--- config.mk ---
export PLATFORM = sky130hd
export DESIGN_NAME = serrx_top
export DESIGN_NICKNAME = d
export VERILOG_FILES = /design/src/rtl/serrx_pkg.sv /design/src/rtl/serrx_bitvote.sv /design/src/rtl/serrx_addr_match.sv /design/src/rtl/serrx_framer.sv /design/src/rtl/serrx_top.sv
export SDC_FILE = /design/constraint.sdc
export NUM_CORES = 1
export LEC_CHECK = 0
export BUFFER_PORTS_ARGS = -buffer_cell sky130_fd_sc_hd__buf_2
export CORE_AREA = 2 2 75 84
export CTS_CLUSTER_SIZE = 10
export DETAILED_ROUTE_END_ITERATION = 16
export DIE_AREA = 0 0 77 86
export PLACE_DENSITY = 0.83
export SLEW_MARGIN = 20
export SYNTH_ARGS = -nofsm -noshare
export SYNTH_HDL_FRONTEND = slang
export SYNTH_SLANG_ARGS = --single-unit
export TNS_END_PERCENT = 30
--- constraint.sdc ---
create_clock -name clk -period 2 [get_ports clk]
set_clock_uncertainty 0.2 [all_clocks]
set_input_delay 0.2 -clock clk [delete_from_list [all_inputs] [get_ports clk]]
set_output_delay 0.2 -clock clk [all_outputs]
set_load 0.02 [all_outputs]
--- src/rtl/serrx_pkg.sv ---
package serrx_pkg;

    typedef enum logic [2:0] {
        ST_IDLE,
        ST_START,
        ST_DATA,
        ST_NINTH,
        ST_STOP
    } rx_state_t;

    typedef struct packed {
        logic glb_ie;
        logic ser_ie;
        logic fe_en;
        logic mp_en;
        logic rx_en;
        logic mode9;
    } ctrl_t;

    localparam logic [1:0] RA_CTRL = 2'd0;
    localparam logic [1:0] RA_ADDR = 2'd1;
    localparam logic [1:0] RA_MASK = 2'd2;
    localparam logic [1:0] RA_CLR  = 2'd3;

endpackage

--- src/rtl/serrx_bitvote.sv ---
module serrx_bitvote #(
    parameter int unsigned OS_RATE = 16
) (
    input  logic                         clk,
    input  logic                         rst_n,
    input  logic                         os_tick,
    input  logic                         rxd,
    input  logic                         active,
    input  logic [$clog2(OS_RATE)-1:0]   cur_idx,
    output logic                         fall_evt,
    output logic                         vote_stb,
    output logic                         vote
);
    localparam int unsigned CW  = $clog2(OS_RATE);
    localparam int unsigned MID = OS_RATE / 2;

    typedef struct packed {
        logic [1:0] sync;
        logic       prev;
        logic       s_lo;
        logic       s_mid;
    } vote_q_t;

    vote_q_t q, d;

    always_comb begin
        d      = q;
        d.sync = {q.sync[0], rxd};
        if (os_tick) begin
            d.prev = q.sync[1];
            if (active && cur_idx == CW'(MID - 1)) d.s_lo  = q.sync[1];
            if (active && cur_idx == CW'(MID))     d.s_mid = q.sync[1];
        end
    end

    always_ff @(posedge clk or negedge rst_n) begin
        if (!rst_n) q <= '{sync: 2'b11, prev: 1'b1, s_lo: 1'b1, s_mid: 1'b1};
        else        q <= d;
    end

    // falling edge between two consecutive ticks
    assign fall_evt = os_tick & q.prev & ~q.sync[1];
    assign vote_stb = os_tick & active & (cur_idx == CW'(MID + 1));
    assign vote     = (q.s_lo & q.s_mid) | (q.s_lo & q.sync[1]) | (q.s_mid & q.sync[1]);

endmodule

--- src/rtl/serrx_addr_match.sv ---
module serrx_addr_match #(
    parameter int unsigned DW = 8
) (
    input  logic [DW-1:0] rx_byte,
    input  logic [DW-1:0] station,
    input  logic [DW-1:0] mask,
    output logic          hit
);
    logic [DW-1:0] given_ok;
    logic [DW-1:0] bcast_ok;

    for (genvar i = 0; i < DW; i++) begin : g_bit
        // station pattern: only bits selected by the mask must agree
        assign given_ok[i] = ~mask[i] | (rx_byte[i] == station[i]);
        // broadcast pattern: every 1 in (station | mask) must be received as 1
        assign bcast_ok[i] = ~(station[i] | mask[i]) | rx_byte[i];
    end

    assign hit = (&given_ok) | (&bcast_ok);

endmodule

--- src/rtl/serrx_framer.sv ---
module serrx_framer
    import serrx_pkg::*;
#(
    parameter int unsigned DW      = 8,
    parameter int unsigned OS_RATE = 16
) (
    input  logic                        clk,
    input  logic                        rst_n,
    input  logic                        os_tick,
    input  logic                        rx_en,
    input  logic                        mode9,
    input  logic                        fe_en,
    input  logic                        fall_evt,
    input  logic                        vote_stb,
    input  logic                        vote,
    output logic                        active,
    output logic [$clog2(OS_RATE)-1:0]  cur_idx,
    output logic                        cmp_stb,
    output logic [DW-1:0]               frm_data,
    output logic                        frm_b9,
    output logic                        frm_mode9,
    output logic                        frm_fe_en,
    output logic                        fe_stb
);
    localparam int unsigned CW = $clog2(OS_RATE);
    localparam int unsigned BW = $clog2(DW + 1);

    typedef struct packed {
        rx_state_t      st;
        logic [CW-1:0]  tick;
        logic [BW-1:0]  bitn;
        logic [DW-1:0]  shift;
        logic           b9;
        logic           m9;
        logic           fe_chk;
    } frm_q_t;

    frm_q_t q, d;

    assign cur_idx = q.tick + CW'(1);
    assign active  = (q.st != ST_IDLE);

    always_comb begin
        d       = q;
        cmp_stb = 1'b0;
        fe_stb  = 1'b0;
        if (active && os_tick) d.tick = cur_idx;
        unique case (q.st)
            ST_IDLE: begin
                if (fall_evt && rx_en) begin
                    d.st     = ST_START;
                    d.tick   = '0;
                    d.m9     = mode9;
                    d.fe_chk = fe_en;
                    d.b9     = 1'b0;
                end
            end
            ST_START: begin
                if (vote_stb) begin
                    if (vote) d.st = ST_IDLE;
                    else begin
                        d.st   = ST_DATA;
                        d.bitn = '0;
                    end
                end
            end
            ST_DATA: begin
                if (vote_stb) begin
                    d.shift = {vote, q.shift[DW-1:1]};
                    d.bitn  = q.bitn + BW'(1);
                    if (q.bitn == BW'(DW - 1)) d.st = q.m9 ? ST_NINTH : ST_STOP;
                end
            end
            ST_NINTH: begin
                if (vote_stb) begin
                    d.b9 = vote;
                    d.st = ST_STOP;
                    if (!q.fe_chk) cmp_stb = 1'b1;
                end
            end
            ST_STOP: begin
                if (vote_stb) begin
                    d.st = ST_IDLE;
                    if (q.fe_chk && !vote) fe_stb = 1'b1;
                    if (!q.m9 || q.fe_chk) cmp_stb = 1'b1;
                end
            end
            default: d.st = ST_IDLE;
        endcase
    end

    always_ff @(posedge clk or negedge rst_n) begin
        if (!rst_n) q <= '{st: ST_IDLE, tick: '0, bitn: '0, shift: '0,
                           b9: 1'b0, m9: 1'b0, fe_chk: 1'b0};
        else        q <= d;
    end

    assign frm_data  = q.shift;
    assign frm_b9    = (q.st == ST_NINTH) ? vote : q.b9;
    assign frm_mode9 = q.m9;
    assign frm_fe_en = q.fe_chk;

endmodule

--- src/rtl/serrx_top.sv ---
module serrx_top
    import serrx_pkg::*;
#(
    parameter int unsigned DATA_W  = 8,
    parameter int unsigned OS_RATE = 16
) (
    input  logic              clk,
    input  logic              rst_n,
    input  logic              os_tick,
    input  logic              rxd,
    input  logic              wr_en,
    input  logic [1:0]        wr_addr,
    input  logic [DATA_W-1:0] wr_data,
    input  logic              tx_done,
    output logic [DATA_W-1:0] rx_data,
    output logic              rx_bit9,
    output logic              flag_ri,
    output logic              flag_ti,
    output logic              flag_fe,
    output logic              irq
);
    localparam int unsigned CW = $clog2(OS_RATE);

    typedef struct packed {
        ctrl_t             ctrl;
        logic [DATA_W-1:0] station;
        logic [DATA_W-1:0] mask;
        logic [DATA_W-1:0] data;
        logic              b9;
        logic              ri;
        logic              ti;
        logic              fe;
    } top_q_t;

    top_q_t q, d;

    logic          fall_evt, vote_stb, vote, active;
    logic [CW-1:0] cur_idx;
    logic          cmp_stb, frm_b9, frm_mode9, frm_fe_en, fe_stb, addr_hit, take;
    logic [DATA_W-1:0] frm_data;

    serrx_bitvote #(.OS_RATE(OS_RATE)) u_vote (
        .clk      (clk),
        .rst_n    (rst_n),
        .os_tick  (os_tick),
        .rxd      (rxd),
        .active   (active),
        .cur_idx  (cur_idx),
        .fall_evt (fall_evt),
        .vote_stb (vote_stb),
        .vote     (vote)
    );

    serrx_framer #(.DW(DATA_W), .OS_RATE(OS_RATE)) u_frm (
        .clk       (clk),
        .rst_n     (rst_n),
        .os_tick   (os_tick),
        .rx_en     (q.ctrl.rx_en),
        .mode9     (q.ctrl.mode9),
        .fe_en     (q.ctrl.fe_en),
        .fall_evt  (fall_evt),
        .vote_stb  (vote_stb),
        .vote      (vote),
        .active    (active),
        .cur_idx   (cur_idx),
        .cmp_stb   (cmp_stb),
        .frm_data  (frm_data),
        .frm_b9    (frm_b9),
        .frm_mode9 (frm_mode9),
        .frm_fe_en (frm_fe_en),
        .fe_stb    (fe_stb)
    );

    serrx_addr_match #(.DW(DATA_W)) u_match (
        .rx_byte (frm_data),
        .station (q.station),
        .mask    (q.mask),
        .hit     (addr_hit)
    );

    always_comb begin
        d    = q;
        take = cmp_stb && !q.ri &&
               (!(frm_mode9 && q.ctrl.mp_en) || (frm_b9 && addr_hit));
        if (wr_en) begin
            unique case (wr_addr)
                RA_CTRL: begin
                    d.ctrl.mode9  = wr_data[0];
                    d.ctrl.rx_en  = wr_data[1];
                    d.ctrl.mp_en  = wr_data[2];
                    d.ctrl.fe_en  = wr_data[3];
                    d.ctrl.ser_ie = wr_data[4];
                    d.ctrl.glb_ie = wr_data[5];
                end
                RA_ADDR: d.station = wr_data;
                RA_MASK: d.mask    = wr_data;
                RA_CLR: begin
                    if (wr_data[0]) d.ri = 1'b0;
                    if (wr_data[1]) d.ti = 1'b0;
                    if (wr_data[2]) d.fe = 1'b0;
                end
                default: ;
            endcase
        end
        // hardware events win over a clear in the same cycle
        if (take) begin
            d.ri   = 1'b1;
            d.data = frm_data;
            d.b9   = frm_b9;
        end
        if (tx_done) d.ti = 1'b1;
        if (fe_stb)  d.fe = 1'b1;
    end

    always_ff @(posedge clk or negedge rst_n) begin
        if (!rst_n) q <= '0;
        else        q <= d;
    end

    assign rx_data = q.data;
    assign rx_bit9 = q.b9;
    assign flag_ri = q.ri;
    assign flag_ti = q.ti;
    assign flag_fe = q.fe;
    assign irq     = (q.ri | q.ti) & q.ctrl.ser_ie & q.ctrl.glb_ie;

endmodule

==> summary.md <==
| Metric | Value |
|---|---|
| Status | `finished with violations` |
| Failing checks | `negative setup slack` |
| Post-synth EDFFs | `0` |
| Placed inst area | `3310 sq um` |
| Area leader, netlist | `dfrtp_1` |
| Remaining routing DRC violations | `0` |
| Number of buffers added on ports | `28` |
| Crit Path Max Fanout | `4` |
| Slowest-stage cell, CP | `dfrtp_1` |
| RSZ-0062 raised after global routing | `true` |
| Setup violations, final | `12` |
| Min Hold Slack | `0.0653 ns` |
| Drt via density | `5.52` |
| Crit end category | `flip-flop` |
| Top cells by area, synth | `dfrtp_1 47%, mux2_2 17%, dfstp_2 4.4%` |
| Combinational Power Share | `35.0%` |
| WL final | `6.58 mm` |
| Most instantiated library cell after synthesis | `dfrtp_1` |
| Placed Cells | `354` |
| Worst endpoint required time | `2.07 ns` |
| Non-Filler Instances | `395` |
| Fin area | `between 3000 and 4000 sq um` |
| Synth Register Bits | `61` |
| FP Rows | `29` |
| Max Clock Freq | `0.486 GHz` |
| # diodes | `0` |
| Most used DFF post-synth | `dfrtp_1` |
| Post-detail-place hpwl | `4.04 mm` |
| Fin crit period | `2.06 ns` |
| Mapped cell area | `2960 sq um` |
| Sw power | `1.36 mW` |
| Vias in the first global route | `2194` |
| Post-synth top area share | `47.4%` |
| Grt total ovfl | `0` |
| Nets | `334` |
| Top cells by count, synth | `56 x dfrtp_1, 45 x mux2_2, 13 x nand2_1, 13 x nor2_1, 9 x xor2_1` |
| WP buf/inv | `1` |
| CTS H-tree lvls | `3` |
| PwrDens | `about 1000 nW/um^2` |
| Clk Latency, worst-skew pair | `0.35 ns` |
| Leak Pwr | `1.80 nW` |
| Hold crit path type | `in2reg` |
| Antenna-violating nets left | `0` |
| CP startpoint kind | `flip-flop` |
| Share of cells above drive strength 1 | `51.3%` |
| Initial Utilization | `51.5%` |
| Num ports | `29` |
| Max Cap Viol | `0` |
| Final hold vios | `0` |
| Yosys cell types | `52` |
| CP Data Arrival Time | `2.12 ns` |
| Die Width | `between 70 and 80 um` |
| DR WL/cell | `16.7 um` |
| Peak supply drop | `0.755 mV` |
| Drt pass-1 iters | `4` |
| Relative slew slack | `66.6%` |
| TritonCTS buffer count | `9` |
| Slack of the critical path | `-0.0556 ns` |
| CORE AREA | `5730 sq um` |
| Final Cycle Share | `103%` |
| Net Sw Frac | `34.0%` |
| Post-Syn Area per Cell | `12.5 sq um` |
| Slew of the pin with the lowest slew margin | `0.499 ns` |
| Proportion of synthesized chip area in sequential cells | `between 50% and 60%` |
| Post-synthesis cell count | `236` |
| Largest net degree at the start of global routing | `62` |
| Cell-internal power | `2.65 mW` |
| Overall power | `4.01 mW` |
| HP Start | `os_tick` |
| # clock sinks | `61` |
| Sequential share of power | `41.5%` |
| Syn_nets | `between 200 and 300` |
| Longest Clk Path Bufs | `2` |
| Routability Congestion | `0.779` |
| FFs w/ async S/R, synth | `100%` |
| Top cell family by delay on the critical path | `simple AND/OR/NAND/NOR gates` |
| Die Y-Extent | `~86 um` |
| Reg-to-reg startpoint | `u_frm.q[16]` |
| Crit path cell chain | `ha_4 > xnor2_4 > buf_4 > and4_4 > nand2_2 > or3_1 > a21oi_2` |
| Clock slew at the register clock pins of the worst setup and hold paths | `0.06 ns` |
| WS Path Type | `reg2reg` |
| Root Buffer Master | `clkbuf_8` |
| Yosys warns | `0` |
| Crit path from | `u_frm.q[16]` |
| All-Layer GR Usage | `20.6%` |
| CP peak stage delay | `0.42 ns` |
| DR vias | `2179` |
| Die area | `6620 sq um` |
| Initial drt markers | `145` |
| CTS tree | `yes` |
| Final Max Slew Viols | `0` |
| Place WS | `-0.0659 ns` |
| Area grow syn2layout | `32.3%` |
| Clk pwr share | `23.5%` |
| First-pass GRT wire length | `10.6 mm` |
| Initial antenna violation count | `0` |
cells in the final DEF (no fill, tap or decap), types with 3 or more instances in the layout:
cell            n
nand3b_1        3
o21ai_0         3
buf_2          28
mux2_2         40
buf_6           6
dfstp_2         5
clkinv_2        3
dfrtp_1        52
xor2_1          8
ha_1            3
nor2_1         11
dlygate4sd3_1  12
o21ai_1         5
a22oi_1         4
nand2b_1        3
buf_4          30
clkbuf_8        9
o21bai_1        4
dfrtp_2         4
nand2_1        12
mux2_4          5
registers in the layout, indices dropped and copies added (netlist names):
| name | count |
|---|---|
| u_frm.frm_mode9 | 1 |
| flag_ri | 1 |
| u_vote.q | 4 |
| u_frm.frm_data | 8 |
| flag_ti | 1 |
| rx_data | 8 |
| u_vote.d | 1 |
| flag_fe | 1 |
| rx_bit9 | 1 |
| q | 22 |
| u_frm.frm_fe_en | 1 |
| u_frm.q | 12 |
power by group through the flow:
| stage | registers (mW) | clock network [mW] | logic [mW] |
|---|---|---|---|
| floorplan | 1.58 | 0 | 0.671 |
| global placement | 1.62 | 0 | 0.925 |
| detailed placement | 1.63 | 0 | 0.964 |
| CTS | 1.62 | 0.950 | 1.14 |
| global route | 1.68 | 1.02 | 1.51 |
| finish | 1.66 | 0.941 | 1.40 |
per-layer routing:
layer	vias up	routed length, um	GRT usage [%]	share of wire [%]
met3	10	284	6.53	4.3
li1	1011	-	-	-
met2	53	3230	33.1	49
met1	1105	2970	26.7	45
met4	0	93	7.31	1.4
met5	-	0	0	0
metrics by stage:
stage,util (%),TNS (ns)
floorplan,-,-0.0214
global placement,57.7,0
detailed placement,57.7,-0.527
CTS,64.5,-0.213
global route,68.2,-1.47
finish,68.2,-0.512
worst paths after layout:
path                                to  slack [ns]  depth (start not counted)
min in group asynchronous        q[33]        0.17                          3
hold reg to reg            u_vote.q[4]        0.16                          0
max in group asynchronous  u_vote.q[1]        1.11                          3
hold / removal             u_frm.q[17]        0.07                          3
setup / recovery           u_frm.q[20]       -0.06                          7
setup reg to reg           u_frm.q[20]       -0.06                          7
worst reg2reg max path, cell delays in order (launching register included):
cell	delay, ns
dfrtp_1	0.42
ha_4	0.20
xnor2_4	0.17
buf_4	0.14
and4_4	0.25
nand2_2	0.09
or3_1	0.37
a21oi_2	0.13
area by class of cell:
type,count,area (sq um)
Timing Repair Buffer,77,573
Fill cell,413,1820
Clock buffer,10,128
Multi-Input combinational cell,160,1520
Tap cell,77,96.3
Sequential cell,61,1540
Clock inverter,6,40.0
Inverter,4,15.0
repair_timing:
| item | 4_1_cts | 5_1_grt |
|---|---|---|
| pin swaps | 8 | 10 |
| buffers inserted | 4 | 9 |
| hold buffers | 12 | 0 |
| resized for setup | 11 | 37 |
| cloned | 1 | 0 |
| endpoints found under the setup margin | 10 | 28 |
| hold endpoints to repair | 86 | 0 |
logic make-up (layout without fill, tap and decap cells):
kind of cell / Yosys count / in the layout / share of synthesized area (%)
xor+xnor: 12 / 12 / 3.56
mux: 46 / 46 / 17.5
buf+inv: 16 / 97 / 3.85
compound gates: 37 / 38 / 9.70
simple gates: 58 / 58 / 11.1
flops: 61 / 61 / 51.9
fa+ha+maj: 6 / 6 / 2.50
(Power assumes the default switching activity.)
